<file path="src/rtl/audclk_pkg.sv">
package audclk_pkg;
    localparam int NSIDE   = 2;
    localparam int MW      = 8;
    localparam int FW      = 4;
    localparam int PRE_DIV = 8;
    localparam int PW      = $clog2(PRE_DIV);
    localparam int CFG_W   = MW + FW + 4;
    localparam int NSRC    = 2 + NSIDE;

    typedef struct packed {
        logic          mclk_out;
        logic          bypass;
        logic          src_ext;
        logic          pre_en;
        logic [FW-1:0] fdiv_m1;
        logic [MW-1:0] mdiv_m1;
    } side_cfg_t;
endpackage

</file>
<file path="src/rtl/edge_sampler.sv">
module edge_sampler #(
    parameter int N = 4
) (
    input  logic         clk,
    input  logic         rst_n,
    input  logic [N-1:0] raw_i,
    output logic [N-1:0] lvl_o,
    output logic [N-1:0] rise_o
);
    typedef struct packed {
        logic [N-1:0] cur;
        logic [N-1:0] prev;
    } smp_t;

    smp_t smp_d, smp_q;

    always_comb begin
        smp_d      = smp_q;
        smp_d.cur  = raw_i;
        smp_d.prev = smp_q.cur;
    end

    always_ff @(posedge clk or negedge rst_n) begin
        if (!rst_n) smp_q <= '0;
        else        smp_q <= smp_d;
    end

    assign lvl_o  = smp_q.cur;
    assign rise_o = smp_q.cur & ~smp_q.prev;
endmodule

</file>
<file path="src/rtl/clkdiv_stage.sv">
module clkdiv_stage #(
    parameter int CW = 8
) (
    input  logic          clk,
    input  logic          rst_n,
    input  logic          in_lvl,
    input  logic          in_rise,
    input  logic [CW-1:0] ratio_m1,
    output logic          out_lvl,
    output logic          out_rise
);
    typedef struct packed {
        logic [CW-1:0] cnt;
        logic [CW-1:0] act;
        logic          lvl;
        logic          rise;
    } st_t;

    st_t st_d, st_q;
    logic [CW:0] half_cur;
    logic [CW:0] cnt_nxt;

    always_comb begin
        st_d     = st_q;
        half_cur = ({1'b0, st_q.act} + (CW+1)'(1)) >> 1;
        cnt_nxt  = {1'b0, st_q.cnt} + (CW+1)'(1);
        if (in_rise) begin
            if (st_q.cnt == st_q.act) begin
                // terminal count: start a new period, take up the new ratio
                st_d.cnt = '0;
                st_d.act = ratio_m1;
                st_d.lvl = 1'b1;
            end else begin
                st_d.cnt = cnt_nxt[CW-1:0];
                st_d.lvl = (cnt_nxt < half_cur);
            end
        end else if (st_q.act == '0) begin
            st_d.lvl = in_lvl;
        end
        st_d.rise = st_d.lvl & ~st_q.lvl;
    end

    always_ff @(posedge clk or negedge rst_n) begin
        if (!rst_n) st_q <= '0;
        else        st_q <= st_d;
    end

    assign out_lvl  = st_q.lvl;
    assign out_rise = st_q.rise;
endmodule

</file>
<file path="src/rtl/clkchain_side.sv">
module clkchain_side
    import audclk_pkg::*;
(
    input  logic      clk,
    input  logic      rst_n,
    input  side_cfg_t cfg,
    input  logic      sys_lvl,
    input  logic      sys_rise,
    input  logic      ext_lvl,
    input  logic      ext_rise,
    input  logic      pin_lvl,
    input  logic      pin_rise,
    output logic      mclk_o,
    output logic      mclk_oe,
    output logic      bclk_o
);
    logic src_lvl, src_rise;
    logic h_lvl, h_rise;
    logic p_lvl, p_rise;
    logic m_lvl, m_rise;
    logic mi_lvl, mi_rise;
    logic b_lvl, b_rise;
    logic f_lvl, f_rise;
    logic [PW-1:0] pre_m1;

    always_comb begin
        src_lvl  = cfg.src_ext ? ext_lvl  : sys_lvl;
        src_rise = cfg.src_ext ? ext_rise : sys_rise;
        pre_m1   = cfg.pre_en ? PW'(PRE_DIV - 1) : '0;
    end

    clkdiv_stage #(.CW(1)) u_half (
        .clk(clk), .rst_n(rst_n), .in_lvl(src_lvl), .in_rise(src_rise),
        .ratio_m1(1'b1), .out_lvl(h_lvl), .out_rise(h_rise)
    );

    clkdiv_stage #(.CW(PW)) u_pre (
        .clk(clk), .rst_n(rst_n), .in_lvl(h_lvl), .in_rise(h_rise),
        .ratio_m1(pre_m1), .out_lvl(p_lvl), .out_rise(p_rise)
    );

    clkdiv_stage #(.CW(MW)) u_mod (
        .clk(clk), .rst_n(rst_n), .in_lvl(p_lvl), .in_rise(p_rise),
        .ratio_m1(cfg.mdiv_m1), .out_lvl(m_lvl), .out_rise(m_rise)
    );

    always_comb begin
        mi_lvl  = cfg.bypass ? src_lvl  : m_lvl;
        mi_rise = cfg.bypass ? src_rise : m_rise;
        b_lvl   = cfg.mclk_out ? mi_lvl  : pin_lvl;
        b_rise  = cfg.mclk_out ? mi_rise : pin_rise;
    end

    clkdiv_stage #(.CW(FW)) u_bit (
        .clk(clk), .rst_n(rst_n), .in_lvl(b_lvl), .in_rise(b_rise),
        .ratio_m1(cfg.fdiv_m1), .out_lvl(f_lvl), .out_rise(f_rise)
    );

    assign mclk_oe = cfg.mclk_out;
    assign mclk_o  = cfg.mclk_out & mi_lvl;
    assign bclk_o  = f_lvl;

    logic unused_ok;
    assign unused_ok = f_rise;
endmodule

</file>
<file path="src/rtl/audio_clkdiv_top.sv">
module audio_clkdiv_top
    import audclk_pkg::*;
(
    input  logic             clk,
    input  logic             rst_n,
    input  logic             sys_clk_i,
    input  logic             ext_osc_i,
    input  logic             tx_mclk_i,
    input  logic             rx_mclk_i,
    input  logic             cfg_we,
    input  logic             cfg_side,
    input  logic [CFG_W-1:0] cfg_wdata,
    output logic             tx_mclk_o,
    output logic             tx_mclk_oe,
    output logic             tx_bclk_o,
    output logic             rx_mclk_o,
    output logic             rx_mclk_oe,
    output logic             rx_bclk_o
);
    side_cfg_t [NSIDE-1:0] cfg_d, cfg_q;
    logic [NSRC-1:0] raw, lvl, rise;
    logic [NSIDE-1:0] mclk_w, oe_w, bclk_w;

    always_comb begin
        cfg_d = cfg_q;
        if (cfg_we) cfg_d[cfg_side] = side_cfg_t'(cfg_wdata);
    end

    always_ff @(posedge clk or negedge rst_n) begin
        if (!rst_n) cfg_q <= '0;
        else        cfg_q <= cfg_d;
    end

    assign raw = {rx_mclk_i, tx_mclk_i, ext_osc_i, sys_clk_i};

    edge_sampler #(.N(NSRC)) u_smp (
        .clk(clk), .rst_n(rst_n), .raw_i(raw), .lvl_o(lvl), .rise_o(rise)
    );

    for (genvar g = 0; g < NSIDE; g++) begin : g_side
        clkchain_side u_side (
            .clk(clk), .rst_n(rst_n), .cfg(cfg_q[g]),
            .sys_lvl(lvl[0]), .sys_rise(rise[0]),
            .ext_lvl(lvl[1]), .ext_rise(rise[1]),
            .pin_lvl(lvl[2+g]), .pin_rise(rise[2+g]),
            .mclk_o(mclk_w[g]), .mclk_oe(oe_w[g]), .bclk_o(bclk_w[g])
        );
    end

    assign tx_mclk_o  = mclk_w[0];
    assign tx_mclk_oe = oe_w[0];
    assign tx_bclk_o  = bclk_w[0];
    assign rx_mclk_o  = mclk_w[1];
    assign rx_mclk_oe = oe_w[1];
    assign rx_bclk_o  = bclk_w[1];
endmodule

</file>
<file path="config.mk">
export PLATFORM = sky130hd
export DESIGN_NAME = audio_clkdiv_top
export DESIGN_NICKNAME = d
export VERILOG_FILES = /design/src/rtl/audclk_pkg.sv /design/src/rtl/edge_sampler.sv /design/src/rtl/clkdiv_stage.sv /design/src/rtl/clkchain_side.sv /design/src/rtl/audio_clkdiv_top.sv
export SDC_FILE = /design/constraint.sdc
export NUM_CORES = 1
export LEC_CHECK = 0
export ABC_AREA = 0
export BUFFER_PORTS_ARGS = -buffer_cell sky130_fd_sc_hd__buf_2
export CAP_MARGIN = 15
export CORE_AREA = 2 2 186 133
export CTS_CLUSTER_DIAMETER = 150
export CTS_CLUSTER_SIZE = 24
export DETAILED_ROUTE_END_ITERATION = 8
export DIE_AREA = 0 0 188 135
export GPL_ROUTABILITY_DRIVEN = 0
export PLACE_DENSITY_LB_ADDON = 0.3
export SYNTH_ARGS = -nofsm -noshare
export SYNTH_HDL_FRONTEND = slang
export SYNTH_HIERARCHICAL = 1
export SYNTH_SLANG_ARGS = --single-unit
</file>
<file path="constraint.sdc">
create_clock -name clk -period 4.4 [get_ports clk]
set_input_delay 0 -clock clk [delete_from_list [all_inputs] [get_ports clk]]
set_output_delay 0 -clock clk [all_outputs]
set_load 0.01 [all_outputs]
</file>
==> reports/metrics.cfg <==
[setup_path]
cp-end-kind=flip-flop
worstRegToRegCells=9
cp-start-kind=flip-flop
r2r_slack_ns=1.94
path_class=flip-flop to flip-flop
cp_top_family=compound AO/OA/AOI/OAI gates
cpMaxStageDelayCell=dfrtp_1
cp_num_buf_inv=0
timing.rr.end=g_side[0].u_side/u_mod/out_rise
arrival_ns=2.78
crit_required_ns=4.72
cpPeakStageDelay_ns=0.45
crit-reg2reg-launch=g_side[0].u_side/u_mod/st_q[10]
worstPathCellList=ha_1 -> and3_1 -> nand3_1 -> xnor2_1 -> ha_1 -> a21o_1 -> a211oi_1 -> o2111ai_1 -> o211ai_1
crit_fanout=6
crit_path_frequent_cell=ha_1

[power_and_ir_drop]
ir_worst_vdd_mv=0.293
p_leak_nw=3.68
clockPowerShare=0.247
intPower_mw=3.35
power_frac_seq=0.377
switching_share=0.368
power.density_nw_per_um2=657
switching_power_mw=1.95
power_frac_comb=0.375

[timing]
fin_crit_sh=0.559
timing.slew.headroom=0.465
finalHoldViolations=0
slew_viol_final=0
fmaxAchievable_ghz=0.407
fin_tns_setup_ns=0
tightestPinTransition_ns=0.802
rsz0062_at_grt=false
fin_worst_skew_ns=0.00611
fin_hold_ws_ns=0.224
finalSetupViolCount=0
finalCriticalPeriod_ns=2.46

[drt]
viasPerCell=4.54
wl_per_cell_um=14.5
drt_iter0_markers=257
wirelength_mm=14.2
ant_nets=0
drc=0
vias=4453
dr.pass1.iters=4

[flow_run]
cap_violations=0

[floorplanning]
die_area_um2=25400
die_h_um=135
die_w_um=188
core_um2=23500
pin_count=30
rows=47
start_util=0.295

[clock_tree]
cts_tree=done
numCtsBuffers=17
clk_pin_slew_ns=0.05
cts-root-buf=clkbuf_16
clk_latency_ns=0.42
htreeDepth=4
cts_resized=0
cts_sinks=118
cts_buffer_depth=2

[global_route]
grt_pass1_wl_mm=23.5
grt_max_degree=61
grt_antenna_before_repair=0
grt_usage=0.119
grt_remaining_overflow=0
grt_pass1_vias=4384

[cells_and_area]
register_area_um2=2950
final_nets=720
fillers=2343
multi_input_area_um2=3640
antenna_cells=0
syn2layout_area_growth_pct=16.5
drive_gt1_frac=0.225

[placed_design]
port-buffer-count=29
dp_hpwl_mm=10.1

[yosys]
syn_nets=671
synth.avg_cell_area_um2=11.5
yosys_warnings=6
syn_inst=603
synthesis.area_um2=6930

[run_status]
outcome=complete, no violations

[worst_hold_path]
min_to=u_smp/lvl_o[3]
hold_class=input port to flip-flop
holdPathStages=2
min-delay-start=rx_mclk_i

==> routing by layer <==
metal  part of all wire  vias to the layer above  track usage
li1                   -                     2241            -
met1               0.57                     2131        0.186
met2               0.38                       62        0.154
met3              0.035                       19       0.0265
met4              0.015                        0       0.0477
met5                  0                        -            0
==> through the flow <==
step	cell area, um^2	utilization	total power [mW]	setup WS [ns]	instances
floorplan	6930	-	3.53	2.27	603
global placement	7310	0.312	3.99	2.06	930
global route	8080	0.344	5.72	1.71	980
finish	8080	0.344	5.30	1.94	980
CTS	8080	0.344	5.36	1.96	980
detailed placement	7310	0.312	3.97	2.01	930
==> area by class of cell <==
cell class,instances,area share
Multi-Input combinational cell,422,0.451
Clock buffer,25,0.0626
Tap cell,318,0.0493
Clock inverter,4,0.00558
Timing Repair Buffer,53,0.0471
Sequential cell,118,0.366
Inverter,40,0.0186
==> worst max-delay path by stage <==
stage,startpoint,end,cells after the start
final,g_side[0].u_side/u_mod/st_q[10],g_side[0].u_side/u_mod/out_rise,9
after global routing,g_side[1].u_side/u_mod/st_q[10],g_side[1].u_side/u_mod/out_lvl,9
after CTS,g_side[0].u_side/u_mod/st_q[10],g_side[0].u_side/u_mod/out_rise,9
after detailed placement,g_side[0].u_side/u_mod/st_q[10],g_side[0].u_side/u_mod/out_rise,9
after global placement,g_side[0].u_side/u_mod/st_q[10],g_side[0].u_side/u_mod/out_rise,9
after floorplan,g_side[0].u_side/u_mod/st_q[10],g_side[0].u_side/u_mod/out_rise,9
==> registers in the layout, indices dropped and copies added, names as in the netlist <==
name / count
g_side.u_side/u_half/out_rise: 2
g_side.u_side/u_mod/out_rise: 2
g_side.u_side/u_mod/out_lvl: 2
u_smp/lvl_o: 4
g_side.u_side/u_bit/st_q: 16
g_side.u_side/u_mod/st_q: 32
g_side.u_side/u_pre/out_lvl: 2
g_side.u_side/u_pre/out_rise: 2
g_side.u_side/u_half/out_lvl: 2
g_side.u_side/u_bit/out_lvl: 2
u_smp/smp_q: 4
cfg_q: 32
g_side.u_side/u_half/st_q: 4
g_side.u_side/u_pre/st_q: 12
==> placed cells by master, fill, tap and decap left out, types with 5 or more instances in the layout <==
| cell | n |
|---|---|
| dfrtp_1 | 118 |
| ha_1 | 44 |
| mux2_4 | 42 |
| inv_1 | 38 |
| xnor2_1 | 36 |
| nand3_1 | 32 |
| xor2_1 | 30 |
| buf_2 | 28 |
| mux2_2 | 26 |
| o21ai_0 | 26 |
| nand2_1 | 26 |
| dlygate4sd3_1 | 21 |
| clkbuf_16 | 17 |
| nor2_1 | 16 |
| nor2b_1 | 10 |
| mux2i_1 | 8 |
| a211oi_1 | 8 |
| and3_1 | 8 |
| and3b_1 | 6 |
| a21oi_1 | 6 |
| o2111ai_1 | 6 |
| o22ai_1 | 6 |
| clkbuf_8 | 5 |
==> timing repair <==
item | 4_1_cts | 5_1_grt
hold endpoints to repair | 94 | 0
buffers inserted | 0 | 0
hold buffers | 21 | 0
==> power by group through the flow <==
stage,logic (mW),clock network (mW),registers [mW]
final,1.99,1.31,2.00
after global routing,2.25,1.40,2.07
after CTS,2.00,1.36,2.00
after detailed placement,1.96,0,2.01
after global placement,1.98,0,2.01
after floorplan,1.74,0,1.80
Power figures use the tool's default switching activity.
